<file path="config.mk">
export PLATFORM = sky130hd
export DESIGN_NAME = dlos_detector
export DESIGN_NICKNAME = d
export VERILOG_FILES = /design/src/rtl/dlos_pkg.sv /design/src/rtl/dlos_zero_run.sv /design/src/rtl/dlos_clear_window.sv /design/src/rtl/dlos_flag.sv /design/src/rtl/dlos_detector.sv
export SDC_FILE = /design/constraint.sdc
export NUM_CORES = 1
export LEC_CHECK = 0
export BUFFER_PORTS_ARGS = -buffer_cell sky130_fd_sc_hd__buf_2
export CORE_ASPECT_RATIO = 0.9
export CORE_MARGIN = 3
export CORE_UTILIZATION = 58
export DETAILED_ROUTE_END_ITERATION = 10
export PLACE_DENSITY = 0.76
export SKIP_CTS_REPAIR_TIMING = 1
export SYNTH_ARGS = -nofsm -noshare
export SYNTH_HDL_FRONTEND = slang
export SYNTH_SLANG_ARGS = --single-unit
</file>
<file path="constraint.sdc">
create_clock -name clk -period 2.96 [get_ports clk]
set_clock_uncertainty 0.05 [all_clocks]
set_input_delay 0.592 -clock clk [delete_from_list [all_inputs] [get_ports clk]]
set_output_delay 0.592 -clock clk [all_outputs]
set_load 0.01 [all_outputs]
</file>
<file path="src/rtl/dlos_pkg.sv">
package dlos_pkg;

  typedef enum logic {
    RATE_DS3 = 1'b0,
    RATE_E3  = 1'b1
  } rate_e;

  // zero-run length at which a run becomes an excessive-zero event
  function automatic int unsigned excess_len(rate_e r);
    return (r == RATE_E3) ? 32'd4 : 32'd3;
  endfunction

  // next value of a saturating consecutive-zero counter
  function automatic int unsigned next_run(int unsigned run, logic pulse, int unsigned sat);
    if (pulse) return 0;
    return (run >= sat) ? sat : run + 1;
  endfunction

endpackage

</file>
<file path="src/rtl/dlos_zero_run.sv">
module dlos_zero_run #(
  parameter int unsigned SAT = 175,
  localparam int unsigned CW = $clog2(SAT + 1)
) (
  input  logic          clk,
  input  logic          rst,
  input  logic          valid_i,
  input  logic          bit_i,
  output logic [CW-1:0] run_q,
  output logic [CW-1:0] run_next
);
  import dlos_pkg::*;

  always_comb begin
    if (valid_i) run_next = CW'(next_run(int'(run_q), bit_i, SAT));
    else         run_next = run_q;
  end

  always_ff @(posedge clk) begin
    if (rst) run_q <= '0;
    else     run_q <= run_next;
  end
endmodule

</file>
<file path="src/rtl/dlos_clear_window.sv">
module dlos_clear_window #(
  parameter int unsigned LIMIT = 175,
  localparam int unsigned CW = $clog2(LIMIT + 1)
) (
  input  logic          clk,
  input  logic          rst,
  input  logic          valid_i,
  input  logic          active_i,
  input  logic          restart_i,
  output logic [CW-1:0] win_q,
  output logic          full_ev
);
  assign full_ev = active_i && valid_i && !restart_i && (win_q == CW'(LIMIT - 1));

  always_ff @(posedge clk) begin
    if (rst)                     win_q <= '0;
    else if (valid_i) begin
      if (!active_i || restart_i || full_ev) win_q <= '0;
      else                                   win_q <= win_q + 1'b1;
    end
  end
endmodule

</file>
<file path="src/rtl/dlos_flag.sv">
module dlos_flag (
  input  logic clk,
  input  logic rst,
  input  logic set_i,
  input  logic clr_i,
  output logic flag_q
);
  always_ff @(posedge clk) begin
    if (rst)        flag_q <= 1'b1;
    else if (set_i) flag_q <= 1'b1;
    else if (clr_i) flag_q <= 1'b0;
  end
endmodule

</file>
<file path="src/rtl/dlos_detector.sv">
module dlos_detector #(
  parameter int unsigned LOS_COUNT = 175
) (
  input  logic clk,
  input  logic rst,
  input  logic rate_e3,
  input  logic bit_valid,
  input  logic bit_in,
  output logic los_o
);
  import dlos_pkg::*;

  localparam int unsigned CW = $clog2(LOS_COUNT + 1);

  if (LOS_COUNT < 100 || LOS_COUNT > 250) begin : g_bad_count
    $error("dlos_detector: LOS_COUNT out of 100..250");
  end

  logic [CW-1:0] run_q, run_next, win_q;
  logic          zero_bit, excess_ev, declare_ev, clear_ev;
  rate_e         rate;

  assign rate     = rate_e'(rate_e3);
  assign zero_bit = bit_valid && !bit_in;

  dlos_zero_run #(.SAT(LOS_COUNT)) u_run (
    .clk(clk), .rst(rst), .valid_i(bit_valid), .bit_i(bit_in),
    .run_q(run_q), .run_next(run_next)
  );

  assign excess_ev  = zero_bit && (int'(run_next) >= excess_len(rate));
  assign declare_ev = !los_o && zero_bit && (int'(run_next) >= LOS_COUNT);

  dlos_clear_window #(.LIMIT(LOS_COUNT)) u_win (
    .clk(clk), .rst(rst), .valid_i(bit_valid), .active_i(los_o),
    .restart_i(excess_ev), .win_q(win_q), .full_ev(clear_ev)
  );

  dlos_flag u_flag (
    .clk(clk), .rst(rst), .set_i(declare_ev), .clr_i(clear_ev), .flag_q(los_o)
  );
endmodule

</file>
==> results.yml, run 1 <==
run_status:
  status: "finished, final reports clean"
synthesis:
  avgSynthCellArea_um2: 7.93
  async_flop_share_pct: 0
  synth-seq-cells: 17
  synth_top_family_by_area: "simple AND/OR/NAND/NOR gates"
  synth_simple_gate_area_share_pct: 29.7
  synth-edff-count: 0
  synth_ff_type: "dfxtp_1"
  synthesis.area_mm2: 0.00108
  ys_seq_area_share_pct: 31.6
  synthMuxAreaShare_pct: 0
  yosys.area_share.xor_xnor_pct: 4.87
  netlist-cell-type-count: 38
  synthAdderAreaFrac_pct: 6.96
  ys_warn_count: 0
  syn-num-nets: 147
  synthCells: 136
  synth_compound_area_share_pct: 21.5
cells_and_area:
  antenna_cells: 0
  final_layout_size_suffix_gt1_share_pct: 15.4
  regArea_um2: 342
  design_area_mm2: 0.00119
  layout_common_cells: "dfxtp_1 (16), nor2_1 (14), nand2_1 (14), a21oi_1 (8)"
  final_nets: 155
  multiInputGateArea_um2: 703
  nFillCells: 157
  syn_to_final_growth_pct: 10.3
  final_common_cell: "dfxtp_1"
route:
  wl_mm: 2.38
  wl_met1_mm: 1.10
  routed.top_layer: "met4"
  met2_length_mm: 1.03
  vias: 1062
  drt_iter0_markers: 59
  vias_per_cell: 6.36
  post-route-drc-count: 0
  first_pass_iters: 4
  ant_nets: 0
  wl_per_cell_um: 14.2
  wl_met3_um: 223
clock_network:
  clkTransAtPathRegs_ns: 0.10
  cts.sinks: 17
  cts_buffers: 3
  clockBufferDepth: 2
  clk_latency_ns: 0.30
  htree_num_levels: 1
  clockRootBuffer: "clkbuf_4"
  cts_tree: "yes"
placed_design:
  place.port_buffers: 5
  dpl_cell_area_mm2: 0.00114
  dpl.hpwl_mm: 1.77
  gp_congestion: 0.874
timing:
  finalSetupViolCount: 0
  period_needed_ns: 2.75
  slew_headroom_pct: 72.0
  finalHoldViolations: 0
  holdWs_ns: 0.495
  fmax_ghz: 0.364
  timing.final.crit_share_pct: 92.8
  timing.final.max_slew_violations: 0
  worst_slew_pin_slew_ns: 0.419
floorplan:
  fp.dieH_um: 46.9
  ioPinCount: 6
  die_x_um: 51.5
  row_count: 14
  die_area_mm2: 0.00241
  start_util_pct: 62.8
  core_mm2: 0.00172
power:
  peakVddDrop_mv: 0.226
  p_sw_share_pct: 27.0
  p_int_mw: 0.313
  pwr-share-seq_pct: 57.1
  power_density_mw_per_mm2: 360
  comb_power_share_pct: 13.7
  power_leakage_nw: 0.459
  clock_power_share_pct: 29.2
  p_total_mw: 0.428
  switchingPower_mw: 0.116
min_path:
  whs_path_depth: 3
  min_from: "u_win.win_q[7]"
  whs_endpoint: "u_win.win_q[7]"
  holdCritPathClass: "register to register"
critical_path:
  reg2reg_from: "u_run.run_q[7]"
  arrival_ns: 2.95
  cp-end-kind: "register"
  worst-r2r-cell-count: 12
  start_kind: "register"
  worstSetupPathType: "register to register"
  critPathMaxFanout: 9
  ff2ff_setup_slack_ns: 0.21
  critPathRequiredTime_ns: 3.16
  rr_endpoint: "u_win.win_q[5]"
job:
  cap_viol_max_count: 0
global_route:
  grt_pass1_vias: 855
  grt_usage_pct: 22.0
  grt_max_degree: 16
  gr-total-overflow: 0
  grt_pass1_wl_mm: 3.94
  antenna_found_initial: 0
==> worst max-delay path by stage <==
stage                         from             end  slack, ns  cells after the start
CTS                 u_run.run_q[1]  u_win.win_q[5]       0.02                     13
global placement    u_run.run_q[1]  u_win.win_q[5]       0.26                     13
floorplan           u_run.run_q[0]  u_win.win_q[5]       0.24                     13
finish              u_run.run_q[7]  u_win.win_q[5]       0.21                     12
detailed placement  u_run.run_q[1]  u_win.win_q[5]       0.04                     13
global route        u_run.run_q[7]  u_win.win_q[5]      -0.03                     12
==> power groups by stage <==
stage                     Clock, mW  Sequential, mW  Combinational, mW
final                         0.125           0.245             0.0589
after global routing          0.138           0.245             0.0670
after CTS                     0.130           0.244             0.0557
after detailed placement          0           0.249             0.0555
after global placement            0           0.249             0.0544
after floorplan                   0           0.249             0.0368
==> synthesized netlist by cell type, drive strengths merged (2+ instances only) <==
cell / number / area, um^2
clkbuf: 4 / 15.0
a211oi: 3 / 22.5
dfxtp: 17 / 340
nand4: 4 / 31.3
a31oi: 3 / 18.8
a21o: 5 / 37.5
o32ai: 2 / 17.5
inv: 7 / 26.3
or4: 3 / 22.5
nor3: 3 / 15.0
xnor2: 6 / 52.6
nor2b: 3 / 18.8
nor2: 14 / 52.6
ha: 6 / 75.1
buf: 3 / 17.5
nand2: 14 / 52.6
nand2b: 2 / 12.5
o21ai: 4 / 20.0
a21oi: 10 / 53.8
and3: 3 / 18.8
and4: 3 / 26.3
nand3: 5 / 25.0
==> layout make-up <==
type	count	area share [%]
clock buffer	4	2.21
inverter	7	2.21
multi-input combinational	105	59.1
sequential	17	28.7
tap	24	2.52
timing repair buffer	10	5.26
==> flip-flops by register name (all words and copies together) (netlist names) <==
signal / count
u_flag.flag_q: 1
u_win.win_q: 8
u_run.run_q: 8
==> per-stage QoR <==
| stage | setup WS, ns | std cells | util (%) | TNS, ns |
|---|---|---|---|---|
| finish | 0.213 | 167 | 69.3 | 0 |
| floorplan | 0.237 | 136 | - | 0 |
| CTS | 0.0150 | 167 | 67.9 | 0 |
| detailed placement | 0.0375 | 163 | 66.3 | 0 |
| global placement | 0.259 | 163 | 66.3 | 0 |
| global route | -0.0329 | 167 | 69.3 | -0.0329 |
==> logic make-up after synthesis <==
logic type,Yosys count
AOI/OAI and AO/OA,34
xor gates and xnor gates,6
DFF,17
adders and majority gates,6
and+or+nand+nor,59
buffers and inverters,14
==> critical path, stage by stage (launching register included) <==
cell and delay, ns:
dfxtp_1 0.50, o21ai_0 0.19, a21oi_2 0.16, inv_1 0.07
a21oi_1 0.15, a21oi_1 0.08, ha_1 0.27, nand2b_1 0.13
a21o_1 0.19, a211oi_2 0.25, and4_4 0.27, a21oi_2 0.10
and4bb_1 0.28
==> layer usage <==
| layer | vias up | track usage, % |
|---|---|---|
| met5 | - | 0 |
| met4 | 0 | 6.81 |
| met3 | 5 | 7.30 |
| met2 | 56 | 33.2 |
| met1 | 486 | 30.1 |
| li1 | 515 | - |
No activity file was read; power rests on OpenSTA's default activity.
==> inputs of run 2 (changes only) <==
--- a/config.mk
+++ b/config.mk
@@ -7,10 +7,11 @@
 export LEC_CHECK = 0
 export BUFFER_PORTS_ARGS = -buffer_cell sky130_fd_sc_hd__buf_2
 export CORE_ASPECT_RATIO = 0.9
-export CORE_MARGIN = 3
+export CORE_MARGIN = 4
 export CORE_UTILIZATION = 58
 export DETAILED_ROUTE_END_ITERATION = 10
 export PLACE_DENSITY = 0.76
+export REMOVE_ABC_BUFFERS = 1
 export SKIP_CTS_REPAIR_TIMING = 1
 export SYNTH_ARGS = -nofsm -noshare
 export SYNTH_HDL_FRONTEND = slang
==> constraint.sdc (replaced) <==
create_clock -name clk -period 2.7 [get_ports clk]
set_clock_uncertainty 0.05 [all_clocks]
set_input_delay 0.54 -clock clk [delete_from_list [all_inputs] [get_ports clk]]
set_output_delay 0.54 -clock clk [all_outputs]
set_load 0.01 [all_outputs]
==> run 2 against run 1 <==
Net effect: sequential power grew 9.0%; non-clock buffer count grew 8; first-iteration DRC count shrank 36%; global-route usage shrank 0.53 points; critical path depth shrank 1; final cell count grew 4.8%; sequential share of layout area shrank 2.2 points; register-to-register slack lost 0.095 ns.
==> results.yml, run 2 (synthesized netlist as in run 1, its figures left out) <==
cells_and_area:
  multiInputGateArea_um2: 747
  regArea_um2: 343
  syn_to_final_growth_pct: 20.1
  antenna_cells: 0
  layout_common_cells: "dfxtp_1 (15), nor2_1 (14), nand2_1 (14), buf_4 (13)"
  top_regs: "u_run.run_q: 8 flops, u_win.win_q: 8 flops, u_flag.flag_q: 1 flops"
  nFillCells: 139
  final_common_cell: "dfxtp_1"
  final_core_util_pct: 75.4
  final_nets: 163
  final_layout_size_suffix_gt1_share_pct: 24.5
floorplan:
  fp.dieH_um: 48.9
  row_count: 14
  die_x_um: 53.5
  start_util_pct: 62.8
  core_mm2: 0.00172
  ioPinCount: 6
  die_area_mm2: 0.00261
global_route:
  grt_pass1_wl_mm: 4.33
  grt_pass1_vias: 993
  antenna_found_initial: 0
  grt_usage_pct: 21.5
  grt_max_degree: 16
  gr-total-overflow: 0
clock_network:
  clkTransAtPathRegs_ns: 0.10
  htree_num_levels: 1
  cts_tree: "yes"
  clockBufferDepth: 2
  cts.sinks: 17
  clk_latency_ns: 0.29
  cts_buffers: 3
  clockRootBuffer: "clkbuf_4"
placed_design:
  gp_congestion: 0.910
  dpl.hpwl_mm: 1.88
  dp_slack_ns: -0.0682
  place.port_buffers: 5
power:
  comb_power_share_pct: 15.0
  p_sw_share_pct: 27.0
  p_int_mw: 0.346
  p_total_mw: 0.474
  power_leakage_nw: 0.505
  power_density_mw_per_mm2: 366
  pwr-share-seq_pct: 56.4
  peakVddDrop_mv: 0.424
  clock_power_share_pct: 28.7
  switchingPower_mw: 0.128
critical_path:
  critPathMaxFanout: 6
  worst-r2r-cell-count: 11
  arrival_ns: 2.77
  path_cells: "ha_4 > nand3_4 > a21oi_4 > inv_2 > a31o_2 > a22oi_1 > ha_1 > a211oi_2 > and4_4 > a21oi_4 > and4bb_1"
  cp_common_cell: "a21oi_4"
  critPathRequiredTime_ns: 2.89
  cp-end-kind: "register"
  crit_slowest_cell: "dfxtp_2"
  worstSetupPathType: "register to register"
  start_kind: "register"
  cpPeakStageDelay_ns: 0.37
route:
  first_pass_iters: 4
  wl_per_cell_um: 14.9
  post-route-drc-count: 0
  drt_iter0_markers: 38
  ant_nets: 0
  vias: 1068
  vias_per_cell: 6.10
  wl_mm: 2.62
timing:
  worst_slack_ns: 0.118
  period_needed_ns: 2.58
  rsz0062_at_grt: "no"
  worst_slew_pin_slew_ns: 0.521
  finalSetupViolCount: 0
  fmax_ghz: 0.387
  slew_headroom_pct: 65.3
  timing.final.crit_share_pct: 95.6
  timing.final.max_slew_violations: 0
  finalHoldViolations: 0
min_path:
  whs_path_depth: 2
  holdCritPathClass: "register to register"
run_status:
  status: "finished, final reports clean"
job:
  cap_viol_max_count: 0
==> run 2: layout make-up <==
class,count,area share (%)
inverter,7,2.03
tap,24,2.32
multi-input combinational,105,57.7
timing repair buffer,18,9.47
clock buffer,4,2.03
sequential,17,26.5
==> run 2: worst paths after layout <==
check | slack, ns | to | from
hold reg to reg | 0.49 | u_win.win_q[1] | u_win.win_q[1]
setup / recovery | 0.12 | u_win.win_q[5] | u_run.run_q[1]
hold / removal | 0.49 | u_win.win_q[1] | u_win.win_q[1]
setup reg to reg | 0.12 | u_win.win_q[5] | u_run.run_q[1]
==> run 2: layer usage <==
metal | up-vias | track usage, % | share of wire (%)
met5 | - | 0 | 0
met4 | 0 | 3.83 | 1.9
met3 | 8 | 7.34 | 9.7
met2 | 45 | 32.4 | 45
met1 | 479 | 29.6 | 43
li1 | 536 | - | -
==> run 2: worst max-delay path, delay by kind of cell, from the launching register on <==
family	cells	cell delay [ns]
flops	1	0.37
simple gates	3	0.65
compound gates	5	0.96
buf+inv	1	0.06
fa+ha+maj	2	0.44
==> run 2: stage by stage <==
stage | cells | instance area [um^2] | hold slack (ns) | setup TNS, ns
after floorplan | 129 | 1050 | 0.441 | -0.0233
after global placement | 171 | 1200 | 0.468 | 0
after detailed placement | 171 | 1200 | 0.479 | -0.0682
after CTS | 175 | 1220 | 0.489 | -0.110
after global routing | 175 | 1290 | 0.534 | 0
final | 175 | 1290 | 0.493 | 0
==> run 2: power by group through the flow <==
stage               sequential, mW  combinational (mW)  clock [mW]
floorplan                    0.273              0.0338           0
global placement             0.272              0.0627           0
detailed placement           0.272              0.0626           0
CTS                          0.266              0.0640       0.138
global route                 0.269              0.0788       0.150
finish                       0.267              0.0710       0.136
